===== config.mk =====
export PLATFORM = sky130hd
export DESIGN_NAME = ictl_core
export DESIGN_NICKNAME = d
export VERILOG_FILES = /design/src/rtl/ictl_pkg.sv /design/src/rtl/ictl_edge_det.sv /design/src/rtl/ictl_status_bank.sv /design/src/rtl/ictl_cfg_regs.sv /design/src/rtl/ictl_core.sv
export SDC_FILE = /design/constraint.sdc
export NUM_CORES = 1
export LEC_CHECK = 0
export ABC_AREA = 1
export BUFFER_PORTS_ARGS = -buffer_cell sky130_fd_sc_hd__buf_2
export CAP_MARGIN = 5
export CELL_PAD_IN_SITES_DETAIL_PLACEMENT = 0
export CELL_PAD_IN_SITES_GLOBAL_PLACEMENT = 1
export CORE_ASPECT_RATIO = 0.9
export CORE_UTILIZATION = 45
export CTS_CLUSTER_DIAMETER = 150
export DETAILED_ROUTE_END_ITERATION = 10
export HOLD_SLACK_MARGIN = 0.05
export MAX_ROUTING_LAYER = met4
export PLACE_DENSITY_LB_ADDON = 0.1
export SLEW_MARGIN = 20
export SYNTH_ARGS = -nofsm -noshare
export SYNTH_HDL_FRONTEND = slang
export SYNTH_SLANG_ARGS = --single-unit

===== constraint.sdc =====
create_clock -name clk_i -period 4.9 [get_ports clk_i]
set_clock_uncertainty 0.1 [all_clocks]
set_input_delay 0.98 -clock clk_i [delete_from_list [all_inputs] [get_ports clk_i]]
set_output_delay 0.98 -clock clk_i [all_outputs]
set_load 0.05 [all_outputs]

===== src/rtl/ictl_pkg.sv =====
package ictl_pkg;
  localparam int unsigned OFF_STAT  = 0;
  localparam int unsigned OFF_SET   = 1;
  localparam int unsigned OFF_EN    = 2;
  localparam int unsigned OFF_STEER = 3;
  localparam int unsigned OFF_POL   = 4;
  localparam int unsigned OFF_TRIG  = 5;
  localparam int unsigned OFF_MSK   = 6;
  localparam int unsigned OFF_VEC   = 7;
  localparam int unsigned OFF_VCFG  = 8;
  localparam int unsigned VCFG_ZERO_BIT = 1;
endpackage


===== src/rtl/ictl_edge_det.sv =====
module ictl_edge_det #(
  parameter int unsigned N = 32
) (
  input  logic         clk_i,
  input  logic         rst_ni,
  input  logic [N-1:0] in_i,
  output logic [N-1:0] rise_o,
  output logic [N-1:0] chg_o
);
  logic [N-1:0] prev_q;

  always_ff @(posedge clk_i or negedge rst_ni) begin
    if (!rst_ni) prev_q <= '0;
    else         prev_q <= in_i;
  end

  assign rise_o = in_i & ~prev_q;
  assign chg_o  = in_i ^ prev_q;
endmodule


===== src/rtl/ictl_status_bank.sv =====
module ictl_status_bank #(
  parameter int unsigned N = 32
) (
  input  logic         clk_i,
  input  logic         rst_ni,
  input  logic [N-1:0] in_i,
  input  logic [N-1:0] rise_i,
  input  logic [N-1:0] chg_i,
  input  logic [N-1:0] trig_i,
  input  logic         clr_we_i,
  input  logic         set_we_i,
  input  logic [N-1:0] wdata_i,
  output logic [N-1:0] status_o,
  output logic [N-1:0] level_o
);
  logic [N-1:0] status_q, level_q, sw_nxt;

  // software update first; line events override it below
  always_comb begin
    sw_nxt = status_q;
    if (clr_we_i)      sw_nxt = (status_q & ~wdata_i) | level_q;
    else if (set_we_i) sw_nxt = status_q | wdata_i;
  end

  for (genvar i = 0; i < N; i++) begin : g_bit
    logic st_d, lv_d;
    always_comb begin
      st_d = sw_nxt[i];
      lv_d = level_q[i];
      if (trig_i[i]) begin
        if (rise_i[i]) st_d = 1'b1;
      end else if (chg_i[i]) begin
        st_d = in_i[i];
        lv_d = in_i[i];
      end
    end
    always_ff @(posedge clk_i or negedge rst_ni) begin
      if (!rst_ni) begin
        status_q[i] <= 1'b0;
        level_q[i]  <= 1'b0;
      end else begin
        status_q[i] <= st_d;
        level_q[i]  <= lv_d;
      end
    end
  end

  assign status_o = status_q;
  assign level_o  = level_q;
endmodule


===== src/rtl/ictl_cfg_regs.sv =====
module ictl_cfg_regs
  import ictl_pkg::*;
#(
  parameter int unsigned N      = 32,
  parameter int unsigned ADDR_W = 4,
  parameter bit          VEC_EN = 1'b1
) (
  input  logic              clk_i,
  input  logic              rst_ni,
  input  logic              we_i,
  input  logic [ADDR_W-1:0] addr_i,
  input  logic [N-1:0]      wdata_i,
  output logic [N-1:0]      enable_o,
  output logic [N-1:0]      steer_o,
  output logic [N-1:0]      pol_o,
  output logic [N-1:0]      trig_o,
  output logic [N-1:0]      vcfg_o
);
  localparam logic [N-1:0] VCFG_MASK = ~(N'(1) << VCFG_ZERO_BIT);

  logic [N-1:0] en_q, steer_q, pol_q, trig_q;

  always_ff @(posedge clk_i or negedge rst_ni) begin
    if (!rst_ni) begin
      en_q    <= '0;
      steer_q <= '0;
      pol_q   <= '0;
      trig_q  <= '0;
    end else if (we_i) begin
      if (addr_i == ADDR_W'(OFF_EN))    en_q    <= wdata_i;
      if (addr_i == ADDR_W'(OFF_STEER)) steer_q <= wdata_i;
      if (addr_i == ADDR_W'(OFF_POL))   pol_q   <= wdata_i;
      if (addr_i == ADDR_W'(OFF_TRIG))  trig_q  <= wdata_i;
    end
  end

  if (VEC_EN) begin : g_vcfg
    logic [N-1:0] vcfg_q;
    always_ff @(posedge clk_i or negedge rst_ni) begin
      if (!rst_ni) vcfg_q <= '0;
      else if (we_i && addr_i == ADDR_W'(OFF_VCFG)) vcfg_q <= wdata_i & VCFG_MASK;
    end
    assign vcfg_o = vcfg_q;
  end else begin : g_no_vcfg
    assign vcfg_o = '0;
  end

  assign enable_o = en_q;
  assign steer_o  = steer_q;
  assign pol_o    = pol_q;
  assign trig_o   = trig_q;
endmodule


===== src/rtl/ictl_core.sv =====
module ictl_core
  import ictl_pkg::*;
#(
  parameter int unsigned N      = 32,
  parameter int unsigned ADDR_W = 4,
  parameter bit          VEC_EN = 1'b1
) (
  input  logic              clk_i,
  input  logic              rst_ni,
  input  logic [N-1:0]      src_i,
  input  logic [ADDR_W-1:0] addr_i,
  input  logic [N-1:0]      wdata_i,
  input  logic              we_i,
  input  logic              re_i,
  output logic [N-1:0]      rdata_o,
  output logic              irq_o,
  output logic              crit_irq_o,
  output logic [N-1:0]      crit_pend_o,
  output logic [N-1:0]      vec_cfg_o,
  input  logic [N-1:0]      vec_i
);
  logic [N-1:0] src_b, rise, chg, status_q, level_q;
  logic [N-1:0] enable, steer, pol, trig, vcfg;
  logic [N-1:0] masked, rd_mux;

  // line n -> bit N-1-n
  for (genvar n = 0; n < N; n++) begin : g_map
    assign src_b[N-1-n] = src_i[n];
  end

  ictl_edge_det #(.N(N)) u_edge (
    .clk_i (clk_i), .rst_ni(rst_ni), .in_i(src_b), .rise_o(rise), .chg_o(chg)
  );

  ictl_cfg_regs #(.N(N), .ADDR_W(ADDR_W), .VEC_EN(VEC_EN)) u_cfg (
    .clk_i   (clk_i),   .rst_ni (rst_ni), .we_i  (we_i),
    .addr_i  (addr_i),  .wdata_i(wdata_i),
    .enable_o(enable),  .steer_o(steer),  .pol_o (pol),
    .trig_o  (trig),    .vcfg_o (vcfg)
  );

  ictl_status_bank #(.N(N)) u_stat (
    .clk_i   (clk_i),  .rst_ni (rst_ni),
    .in_i    (src_b),  .rise_i (rise),   .chg_i (chg), .trig_i(trig),
    .clr_we_i(we_i && addr_i == ADDR_W'(OFF_STAT)),
    .set_we_i(we_i && addr_i == ADDR_W'(OFF_SET)),
    .wdata_i (wdata_i),
    .status_o(status_q), .level_o(level_q)
  );

  assign masked      = status_q & enable;
  assign crit_pend_o = masked & steer;
  assign crit_irq_o  = |crit_pend_o;
  assign irq_o       = |(masked & ~steer);
  assign vec_cfg_o   = vcfg;

  always_comb begin
    rd_mux = '0;
    unique case (addr_i)
      ADDR_W'(OFF_STAT), ADDR_W'(OFF_SET): rd_mux = status_q;
      ADDR_W'(OFF_EN):    rd_mux = enable;
      ADDR_W'(OFF_STEER): rd_mux = steer;
      ADDR_W'(OFF_POL):   rd_mux = pol;
      ADDR_W'(OFF_TRIG):  rd_mux = trig;
      ADDR_W'(OFF_MSK):   rd_mux = masked;
      ADDR_W'(OFF_VEC):   rd_mux = (VEC_EN && crit_irq_o) ? vec_i : '0;
      ADDR_W'(OFF_VCFG):  rd_mux = vcfg;
      default:            rd_mux = '0;
    endcase
  end

  assign rdata_o = re_i ? rd_mux : '0;
endmodule


==> key figures <==
Power and ir drop
  – Lkg Pwr: 8.15 nW
  – VDD IR max: 0.000250 V
  – Power Dens Cells: around 430 nW/um^2
  – Power Total: 6.60 mW

Floorplan
  – Die H: 163 um
  – Initial Util: 46.2%
  – Core outline area: around 28000 sq um
  – Cell Rows: between 50 and 60
  – Die Span X: around 180 um
  – # IOs: 202
  – Die Footprint: 29600 sq um

Clocking
  – Clock buffer count from CTS: 28
  – H-tree depth: 1
  – CTS Buffer Depth: 3
  – CTS tree: done
  – Clock root cell: clkbuf_16
  – Resized Gates After CTS: 0
  – CTS clk-pin slew, worst paths: 60 ps
  – # hold bufs at CTS: 0
  – Post-CTS setup buffers: 0
  – Clk_lat worst skew: 550 ps
  – CTS sink count: between 200 and 300

Drt
  – DR vias: 12300
  – Post-DRT Antenna Nets: 0
  – Per-cell routed wire length: approximately 18 um
  – Drt initial violations: 1081
  – TritonRoute pass-1 iters: 5
  – Residual DRC: 0
  – Final WL: 41.1 mm
  – Vias/cell: 5.40

Worst setup path
  – CP max stage delay: 440 ps
  – Peak fanout along the critical path: 22
  – Critical-path top delay cell: dfrtp_1
  – WP data required: 3820 ps
  – CP Capture Type: output port
  – Crit path launch type: flop
  – Largest delay share family, worst path: simple AND/OR/NAND/NOR gates
  – Cell mode on critical path: nand2_1
  – CP Buf/Inv Count: 2
  – Critical path class: flop to output port
  – Arr. time, crit path: 2870 ps
  – CP Cell Sequence: nand3_1 -> nand2_1 -> nor2_1 -> nand2_1 -> nor2_1 -> nand2_1 -> buf_4 -> nand2_1 -> a21oi_1 -> buf_2

GRT
  – Vias in the first global route: 11600
  – Initial antenna violation count: 2
  – First-pass GRT wire length: 65.0 mm
  – Largest net degree at the start of global routing: 107
  – Gr usage total: between 20% and 30%
  – Total gr overflow: 0

Timing
  – Slew headroom: around a third
  – Hold Vio Cnt, Final: 0
  – Max-slew violations: 0
  – Sum Neg Setup Slack: 0 ps
  – Period utilisation layout: roughly four fifths
  – Final setup viols: 0
  – RSZ-0062 raised after global routing: no
  – Final WS setup: about 950 ps
  – WHS: 363 ps
  – Worst Tran Pin Value: 1000 ps
  – Period minus WS final: 3950 ps
  – Max Freq: 0.253 GHz

Outcome
  – Status: complete, no violations

Synthesis
  – Synth warn: 0
  – Syn nets: 1835
  – Yosys reg bits: approximately 260
  – Synthesized cell area: about 13000 sq um
  – Mean Syn Cell Area: 7.66 sq um
  – Register area share after synthesis: between 40 and 50%
  – Synth unique cells: 31
  – Synthesized instance count: 1699

Run
  – Max_cap viols: 0

Placement
  – Detailed Place HPWL: 27.4 mm
  – Placed cells: roughly 2200
  – Pre-CTS setup slack: 1020 ps
  – I/O Buffers: 200
  – GP Congestion: about 0.87
  – Dpl cell area: 14400 sq um

Finish
  – Cell Count, Final, Fillers Out: around 2300
  – Most frequent cells in the layout: nand2_1 (503), dfrtp_1 (255), buf_2 (199), o21ai_0 (185), inv_1 (168)
  – Most common cell after layout, fill and taps aside: nand2_1
  – Nets: roughly 2000
  – Share of layout cells above drive strength 1: 15.0%
  – Post-route cell area: about 15000 sq um
  – Area Growth Syn to Fin: 18.0%
  – Fillers: roughly 2800
  – Util after Layout: 54.5%

Min path
  – Hold Crit Class: flop to flop
state kept, by name, summed over array words and instances, names as in the netlist:
| register | cells |
|---|---|
| u_stat.status_o | 32 |
| u_stat.level_o | 32 |
| u_cfg.trig_o | 32 |
| u_cfg.steer_o | 32 |
| u_cfg.enable_o | 32 |
| u_edge.prev_q | 32 |
| u_cfg.vcfg_o | 31 |
| u_cfg.pol_o | 32 |
cells by family (layout without fill, tap and decap cells):
family,Yosys count,after routing,synth area share [%]
simple gates,839,839,26.5
fa+ha+maj,32,32,3.08
compound gates,331,331,14.2
other cells,1,4,0.0288
buf+inv,241,447,7.11
flops,255,255,49.0
layer usage:
| layer | wire length [um] | vias to the layer above | track usage (%) |
|---|---|---|---|
| li1 | - | 5965 | - |
| met1 | 19000 | 5780 | 40.8 |
| met2 | 18500 | 435 | 44.1 |
| met3 | 2650 | 72 | 3.81 |
| met4 | 960 | 0 | 8.24 |
| met5 | 0 | - | - |
worst min-delay path, delay by kind of cell (launching register included):
| family | cells | cell delay [ps] |
|---|---|---|
| AND/OR/NAND/NOR | 2 | 110 |
| flip-flops | 1 | 320 |
cells in the mapped netlist:
cell type	count	area (sq um)
nand2_1	507	1900
dfrtp_1	255	6380
o21ai_0	185	926
inv_1	168	631
nor2_1	140	526
nand3_1	134	671
a21oi_1	64	320
clkbuf_1	56	210
ha_1	32	400
nand4_1	30	188
nor3_1	19	95.1
a211o_1	14	123
o22ai_1	14	87.6
buf_2	13	65.1
o21ai_1	12	60.1
o211ai_1	8	60.1
o21bai_1	8	60.1
o31ai_1	8	60.1
a221oi_1	7	61.3
o221ai_1	7	61.3
inv_2	3	11.3
nand3b_1	3	22.5
nor2_2	3	18.8
o21a_1	2	15.0
a31oi_1	1	6.26
buf_4	1	7.51
conb_1	1	3.75
nand2_2	1	6.26
nor2b_1	1	6.26
nor3_4	1	16.3
o2111ai_1	1	8.76
where the power goes:
group / leakage, nW / switching, mW / internal [mW]
clock: 0.450 / 0.878 / 1.24
sequential: 3.16 / 0.418 / 2.51
combinational: 4.54 / 1.09 / 0.469
path summary, 6_finish.rpt:
kind / startpoint / to / slack (ps) / cells past startpoint
worst max-delay path: u_stat.status_o[29] / rdata_o[12] / 950 / 10
worst min-delay path: u_stat.level_o[2] / u_stat.level_o[2] / 360 / 2
worst max register to register: u_edge.prev_q[22] / u_stat.status_o[22] / 3310 / 8
worst min register to register: u_stat.level_o[2] / u_stat.level_o[2] / 360 / 2
max in group asynchronous: rst_ni / u_cfg.enable_o[22] / 3270 / 2
min in group asynchronous: rst_ni / u_stat.level_o[10] / 390 / 1
cell type report:
| type | instances | area [sq um] | area share, % |
|---|---|---|---|
| inverters | 171 | 642 | 4.18 |
| repair buffers | 226 | 1230 | 8.02 |
| well taps | 360 | 450 | 2.93 |
| diodes | 3 | 7.51 | 0.0489 |
| flip-flops and latches | 255 | 6380 | 41.6 |
| multi-input cells | 1203 | 5730 | 37.3 |
| clock inverters | 7 | 62.6 | 0.408 |
| clock buffers | 43 | 848 | 5.53 |
Note: power is estimated with default switching activity, not from simulation.
